--- src/rtl/tmr_chan_pkg.sv ---
package tmr_chan_pkg;

    // {cfg_npol, cfg_pol} in input mode
    typedef enum logic [1:0] {
        POL_RISE = 2'b00,
        POL_FALL = 2'b01,
        POL_RSVD = 2'b10,
        POL_BOTH = 2'b11
    } pol_code_t;

    typedef enum logic [1:0] {
        CAP_EMPTY = 2'b00,
        CAP_FULL  = 2'b01,
        CAP_OVER  = 2'b10
    } cap_state_t;

endpackage

--- src/rtl/tcp_edge_det.sv ---
module tcp_edge_det #(
    parameter int SYNC_STAGES = 2
) (
    input  logic clk,
    input  logic rst_n,
    input  logic din,
    output logic lvl,
    output logic rise,
    output logic fall
);
    localparam int CHAIN = SYNC_STAGES + 1;

    logic [CHAIN-1:0] shreg;

    always_ff @(posedge clk or negedge rst_n) begin
        if (!rst_n) begin
            shreg[0] <= 1'b0;
        end else begin
            shreg[0] <= din;
        end
    end

    for (genvar i = 1; i < CHAIN; i++) begin : g_stage
        always_ff @(posedge clk or negedge rst_n) begin
            if (!rst_n) begin
                shreg[i] <= 1'b0;
            end else begin
                shreg[i] <= shreg[i-1];
            end
        end
    end

    assign lvl  = shreg[SYNC_STAGES-1];
    assign rise = shreg[SYNC_STAGES-1] & ~shreg[SYNC_STAGES];
    assign fall = ~shreg[SYNC_STAGES-1] & shreg[SYNC_STAGES];

endmodule

--- src/rtl/tcp_capture.sv ---
module tcp_capture
    import tmr_chan_pkg::*;
#(
    parameter int CNT_W = 16
) (
    input  logic             clk,
    input  logic             rst_n,
    input  logic             cap_stb,
    input  logic             clr,
    input  logic [CNT_W-1:0] cnt_val,
    output logic [CNT_W-1:0] cap_val,
    output logic             cap_flag,
    output logic             ovr_flag
);
    cap_state_t state_q, state_d;

    always_ff @(posedge clk or negedge rst_n) begin
        if (!rst_n) begin
            state_q <= CAP_EMPTY;
        end else begin
            state_q <= state_d;
        end
    end

    always_comb begin
        state_d = state_q;
        unique case (state_q)
            CAP_EMPTY: begin
                if (cap_stb)   state_d = CAP_FULL;
            end
            CAP_FULL, CAP_OVER: begin
                if (cap_stb && clr)   state_d = CAP_FULL;
                else if (cap_stb)     state_d = CAP_OVER;
                else if (clr)         state_d = CAP_EMPTY;
            end
            default: state_d = CAP_EMPTY;
        endcase
    end

    always_ff @(posedge clk or negedge rst_n) begin
        if (!rst_n) begin
            cap_val <= '0;
        end else if (cap_stb) begin
            cap_val <= cnt_val;
        end
    end

    always_comb begin
        cap_flag = 1'b0;
        ovr_flag = 1'b0;
        unique case (state_q)
            CAP_EMPTY: ;
            CAP_FULL:  cap_flag = 1'b1;
            CAP_OVER: begin
                cap_flag = 1'b1;
                ovr_flag = 1'b1;
            end
            default: ;
        endcase
    end


    take_sets_flag_chk: assert property (@(posedge clk) disable iff (!rst_n)
        cap_stb |=> cap_flag);


    hold_without_capture_chk: assert property (@(posedge clk) disable iff (!rst_n)
        !cap_stb |=> $stable(cap_val));


    overrun_chk: assert property (@(posedge clk) disable iff (!rst_n)
        (cap_flag && cap_stb && !clr) |=> ovr_flag);


    drain_chk: assert property (@(posedge clk) disable iff (!rst_n)
        (clr && !cap_stb) |=> (!cap_flag && !ovr_flag));

endmodule

--- src/rtl/tcp_out_stage.sv ---
module tcp_out_stage (
    input  logic clk,
    input  logic rst_n,
    input  logic active,
    input  logic en,
    input  logic pol,
    input  logic ref_i,
    output logic oc_out,
    output logic released
);
    always_ff @(posedge clk or negedge rst_n) begin
        if (!rst_n) begin
            oc_out   <= 1'b0;
            released <= 1'b1;
        end else if (active && en) begin
            oc_out   <= ref_i ^ pol;
            released <= 1'b0;
        end else begin
            oc_out   <= 1'b0;
            released <= 1'b1;
        end
    end


    drive_polarity_chk: assert property (@(posedge clk) disable iff (!rst_n)
        (active && en) |=> (oc_out == $past(ref_i ^ pol)));


    disabled_low_chk: assert property (@(posedge clk) disable iff (!rst_n)
        !(active && en) |=> (!oc_out && released));

endmodule

--- src/rtl/tmr_chan_cond.sv ---
module tmr_chan_cond
    import tmr_chan_pkg::*;
#(
    parameter int CNT_W       = 16,
    parameter int SYNC_STAGES = 2
) (
    input  logic             clk,
    input  logic             rst_n,
    input  logic             out_mode,
    input  logic             cfg_en,
    input  logic             cfg_pol,
    input  logic             cfg_npol,
    input  logic             chan_in,
    input  logic [CNT_W-1:0] cnt_val,
    input  logic             cmp_ref,
    input  logic             flag_clr,
    output logic             edge_pulse,
    output logic             level_out,
    output logic [CNT_W-1:0] cap_val,
    output logic             cap_flag,
    output logic             ovr_flag,
    output logic             cfg_err,
    output logic             oc_out,
    output logic             pin_released
);
    pol_code_t code;
    logic      s_lvl, s_rise, s_fall;
    logic      sel_edge, lvl_inv, cap_stb;

    assign code = pol_code_t'({cfg_npol, cfg_pol});

    tcp_edge_det #(.SYNC_STAGES(SYNC_STAGES)) u_edge (
        .clk  (clk),
        .rst_n(rst_n),
        .din  (chan_in),
        .lvl  (s_lvl),
        .rise (s_rise),
        .fall (s_fall)
    );

    always_comb begin
        sel_edge = 1'b0;
        lvl_inv  = 1'b0;
        unique case (code)
            POL_RISE: sel_edge = s_rise;
            POL_FALL: begin
                sel_edge = s_fall;
                lvl_inv  = 1'b1;
            end
            POL_BOTH: sel_edge = s_rise | s_fall;
            POL_RSVD: sel_edge = 1'b0;
            default:  sel_edge = 1'b0;
        endcase
    end

    assign edge_pulse = ~out_mode & sel_edge;
    assign level_out  = s_lvl ^ lvl_inv;
    assign cap_stb    = edge_pulse & cfg_en;
    assign cfg_err    = out_mode ? cfg_npol : (code == POL_RSVD);

    tcp_capture #(.CNT_W(CNT_W)) u_cap (
        .clk     (clk),
        .rst_n   (rst_n),
        .cap_stb (cap_stb),
        .clr     (flag_clr),
        .cnt_val (cnt_val),
        .cap_val (cap_val),
        .cap_flag(cap_flag),
        .ovr_flag(ovr_flag)
    );

    tcp_out_stage u_out (
        .clk     (clk),
        .rst_n   (rst_n),
        .active  (out_mode),
        .en      (cfg_en),
        .pol     (cfg_pol),
        .ref_i   (cmp_ref),
        .oc_out  (oc_out),
        .released(pin_released)
    );


    reserved_silent_chk: assert property (@(posedge clk) disable iff (!rst_n)
        (!out_mode && cfg_npol && !cfg_pol) |-> !edge_pulse);


    out_mode_no_pulse_chk: assert property (@(posedge clk) disable iff (!rst_n)
        out_mode |-> !edge_pulse);


    single_pulse_chk: assert property (@(posedge clk) disable iff (!rst_n)
        (edge_pulse && !cfg_npol) |=> !edge_pulse);

endmodule

--- config.mk ---
export PLATFORM = sky130hd
export DESIGN_NAME = tmr_chan_cond
export DESIGN_NICKNAME = d
export VERILOG_FILES = /design/src/rtl/tmr_chan_pkg.sv /design/src/rtl/tcp_edge_det.sv /design/src/rtl/tcp_capture.sv /design/src/rtl/tcp_out_stage.sv /design/src/rtl/tmr_chan_cond.sv
export SDC_FILE = /design/constraint.sdc
export NUM_CORES = 1
export LEC_CHECK = 0
export ABC_AREA = 0
export CAP_MARGIN = 40
export CORE_MARGIN = 4
export CORE_UTILIZATION = 40
export DETAILED_ROUTE_END_ITERATION = 12
export PLACE_DENSITY_LB_ADDON = 0.15
export SYNTH_ARGS = -nofsm -noshare
export SYNTH_HDL_FRONTEND = slang
export SYNTH_SLANG_ARGS = --single-unit
--- constraint.sdc ---
create_clock -name clk -period 2.2 [get_ports clk]
set_clock_uncertainty 0.1 [all_clocks]
set_input_delay 0.44 -clock clk [delete_from_list [all_inputs] [get_ports clk]]
set_output_delay 0.44 -clock clk [all_outputs]
set_load 0.05 [all_outputs]
Word-level counts from Yosys, hierarchy flattened:

Index checks and enable logic that the tools add are counted.

* output and inout port bits: 23
* register bits: 23

* mux-type cells: 12
* reduce and logical (&&, ||, !) cells: 6
* equality and inequality tests: 7
* bitwise operators: 10

Operators by type and width (count)
* $mux W2: 4
* $eq A2 B2 Y1 const B: 3
* $mux W1: 6
* $and A1 B1 Y1: 4
* $eq A2 B1 Y1 const B: 2
* $logic_not A2 Y1: 2
* $ne A4 B1 Y1 const B: 1
* $pmux W1 S4: 1
* $pmux W2 S2: 1
* $not A1 Y1: 3
* $logic_and A1 B1 Y1: 2
* $ne A2 B1 Y1 const B: 1
* $reduce_and A2 Y1: 1
* $reduce_or A2 Y1: 1
* $xor A1 B1 Y1: 2
* $or A1 B1 Y1: 1

Logic depth before layout (Yosys ltp):

* depth after elaboration: 9
* depth in mapped cells: 7
* mapped depth without buffers: 6

Hierarchy:

A second synthesis with hierarchy kept.

* cells, all modules: 68
* area total of the unflattened synthesis: 1021.0 um^2

By module, submodules not included
* tcp_capture: area each 788.3 um^2, instances 1, sequential area each 450.4 um^2, cells each 48
* tcp_edge_det: area each 90.1 um^2, instances 1, sequential area each 75.1 um^2, cells each 5
* tmr_chan_cond: area each 75.1 um^2, instances 1, sequential area each 0.0 um^2, cells each 10
* tcp_out_stage: area each 67.6 um^2, instances 1, sequential area each 51.3 um^2, cells each 5

Worst setup path after synthesis:

Ideal clock, no wire load.

* kind: input to output
* start: in out_mode
* end: out cfg_err
* required time: 1660 ps
* arrival time: 1652 ps
* setup slack: 8 ps
* stages on the path: 2
* buffers on the path: 0
* path through: inv_1 -> a21boi_0

* cells in the longest elaborated chain, start to end: 1

RTL lines
* start, declared: line tmr_chan_cond.sv:9 `input logic out_mode,`
* $mux W1: line tmr_chan_cond.sv:59 `assign cfg_err = out_mode ? cfg_npol : (code == POL_RSVD);`
* end, declared: line tmr_chan_cond.sv:22 `output logic cfg_err,`

No other way between the ends.

Worst setup path in the final report:

* start: reg u_edge.shreg[2]
* end: out edge_pulse

* cells in the longest elaborated chain, start to end: 5

RTL lines
* start, declared: line tcp_edge_det.sv:13 `logic [CHAIN-1:0] shreg;`
* start signal, assigned by index: line tcp_edge_det.sv:28 `shreg[i] <= shreg[i-1];`
* $not A1 Y1: line tcp_edge_det.sv:34 `assign rise = shreg[SYNC_STAGES-1] & ~shreg[SYNC_STAGES];`
* $and A1 B1 Y1: line tcp_edge_det.sv:34
* $or A1 B1 Y1: line tmr_chan_cond.sv:50 `POL_BOTH: sel_edge = s_rise | s_fall;`
* $pmux W1 S4 (*): line tmr_chan_cond.sv:44 `unique case (code)`
* $and A1 B1 Y1 (*): line tmr_chan_cond.sv:56 `assign edge_pulse = ~out_mode & sel_edge;`
* end, declared: line tmr_chan_cond.sv:17 `output logic edge_pulse,`

Mark *: on every way between the ends. The rest lies on a longest branch, timed or not.

==> results.sh <==
export IMPL_status="completed"
export IMPL_area_growth_pct=60.8
export IMPL_io_pin_count=48
export IMPL_initial_core_util=0.420
export IMPL_synthCells=71
export IMPL_synth_seq_cells=23
export IMPL_period_share=0.979
export IMPL_grt_pass1_wl_um=3570
export IMPL_drive_gt1_frac=0.344
export IMPL_die_area_um2=3510
export IMPL_core_area_um2=2500
export IMPL_worstHoldPathType="flip-flop to flip-flop"
export IMPL_crit_type="flip-flop to output port"
export IMPL_syn_area_um2=1050
export IMPL_holdWs_ns=0.288
export IMPL_max_freq_mhz=464
export IMPL_cap_violations=0
export IMPL_synth_top_area_frac=0.524
export IMPL_vdd_ir_drop_max_mv=0.855
export IMPL_routed_via_count=770
export IMPL_cp_max_fo=2
export IMPL_die_h_um=59.2
export IMPL_grt_use_total=0.140
export IMPL_synth_commonest_cells="dfrtp_1, mux2_2, mux2_4"
export IMPL_ant_nets=0
export IMPL_vias_per_cell=4.78
export IMPL_relSlewSlack=0.659
export IMPL_drc_errors=0
export IMPL_yosysMostFrequentCell="dfrtp_1"
export IMPL_fill_cells=193
export IMPL_dpl_hpwl_um=1740
export IMPL_cts_max_path_buffers=2
export IMPL_cts_hold_buffers_added=0
export IMPL_antenna_found_initial=0
export IMPL_startpoint_type="flip-flop"
export IMPL_crit_chain="ha_4 > a21oi_2 > a22oi_2 > nor2_1 > clkbuf_16"
export IMPL_crit_family="flip-flops"
export IMPL_cts_tree="built"
export IMPL_fin_nets=162
export IMPL_worstPathRequired_ns=1.66
export IMPL_avgSynthCellArea_um2=14.8
export IMPL_synthTopCellsByArea="dfrtp_1, mux2_4, mux2_2, ha_1, a41oi_4"
export IMPL_wl_per_cell_um=14.9
export IMPL_synth_main_ff_cell="dfrtp_1"
export IMPL_power_w=0.00163
export IMPL_syn_nets=101
export IMPL_cp_slowest_stage_delay_ns=0.44
export IMPL_finalSetupViolCount=0
export IMPL_end_kind="output port"
export IMPL_leakagePower_nw=0.774
export IMPL_ys_seq_area_frac=0.549
export IMPL_cts_root_buf="clkbuf_4"
export IMPL_antenna_cells=0
export IMPL_clock_latency_ns=0.32
export IMPL_place_gp_congestion=0.797
export IMPL_ctsHtreeMaxLevel=1
export IMPL_stdcell_area_um2=1690
export IMPL_async_flop_share=1.00
export IMPL_first_global_vias=790
export IMPL_crit_arrival_ns=1.61
export IMPL_num_rows=18
export IMPL_min_period_ns=2.15
export IMPL_cp_buffers_inverters=1
export IMPL_power_density_nw_per_um2=968
export IMPL_grt_max_degree=24
export IMPL_finalHoldViolations=0
export IMPL_tns_ns=0
export IMPL_place_area_um2=1610
export IMPL_slowest_stage="dfrtp_1"
export IMPL_drt_first_pass_iters=4
export IMPL_drt_iter0_markers=27
export IMPL_io_buffers=47
export IMPL_slew_violations=0
export IMPL_routed_wirelength_um=2400
export IMPL_dieWidth_um=59.2
export IMPL_yosysTopAreaCell="dfrtp_1"
export IMPL_ys_warn_count=0
export IMPL_tightest_slew_ns=0.510
export IMPL_synth_edf_count=0
export IMPL_synth_cell_types=22
export IMPL_numCtsBuffers=3
export IMPL_grt_overflow=0
export IMPL_clock_sinks=23
export IMPL_clk_pin_slew_ns=0.13
## area by class of cell
type                    count  area [um^2]  share of cell area
inverters                   5         18.8              0.0111
clock buffers               3         22.5              0.0133
well taps                  30         37.5              0.0222
flip-flops and latches     23          577               0.342
repair buffers             57          573               0.340
multi-input cells          42          454               0.269
clock inverters             1         5.00             0.00297
## final timing paths
| check | startpoint | to | slack [ns] | cells past startpoint |
|---|---|---|---|---|
| max | u_edge.shreg[2] | edge_pulse | 0.05 | 5 |
| max in group asynchronous | rst_n | u_out.released | 1.37 | 2 |
| max reg2reg | u_edge.lvl | u_cap.cap_val[5] | 0.23 | 7 |
| min reg2reg | u_edge.shreg[0] | u_edge.lvl | 0.29 | 0 |
| min | u_edge.shreg[0] | u_edge.lvl | 0.29 | 0 |
| min in group asynchronous | rst_n | u_cap.cap_val[4] | 0.35 | 2 |
## layout by cell type, fill, tap and decap left out, types with 2 or more instances in the layout
cell / instances
ha_1: 3
nor2b_1: 2
dfrtp_1: 22
dlygate4sd2_1: 2
mux2i_1: 2
mux2_4: 8
buf_4: 12
clkbuf_4: 3
nor2_1: 3
clkdlybuf4s50_1: 40
mux2_2: 8
xnor2_1: 2
buf_12: 2
inv_1: 4
o21ai_0: 2
## layer usage
metal	share of wire	vias to the layer above	global-route usage
met1	0.39	372	0.160
met5	0	-	0
met3	0.062	9	0.0414
met2	0.52	30	0.236
met4	0.028	0	0.0680
li1	-	359	-
## power by group
group	internal [W]	switching, W	total [W]
logic	0.000349	0.000513	0.000862
registers	0.000520	0.0000558	0.000576
clock network	0.0000680	0.000128	0.000196
total	0.000937	0.000697	0.00163
## kinds of logic after synthesis
group / Yosys count / synth area share
xor gates and xnor gates: 2 / 0.0167
adders and majority gates: 5 / 0.0596
AOI/OAI and AO/OA: 7 / 0.0632
and+or+nand+nor: 10 / 0.0548
muxes: 18 / 0.219
buffers and inverters: 6 / 0.0370
DFF: 23 / 0.549
## what timing repair did
item,4_1_cts,5_1_grt
gates resized for setup,2,5
buffers inserted,2,2
pin swaps,2,4
setup endpoints to repair,2,1
## stage by stage
step | utilization | setup WS, ns | std cells
4_1_cts | 0.659 | 0.0216 | 159
3_3_place_gp | 0.643 | -0.0109 | 153
6_report | 0.675 | 0.0471 | 161
5_1_grt | 0.675 | -0.0114 | 161
3_5_place_dp | 0.643 | -0.0675 | 153
2_1_floorplan | - | 0.00819 | 71
## state kept, by name, summed over array words and instances, names as in the netlist
name / cells
u_edge.shreg: 2
u_cap.state_q: 2
u_edge.lvl: 1
u_out.released: 1
u_out.oc_out: 1
u_cap.cap_val: 16
Power figures use the tool's default switching activity.
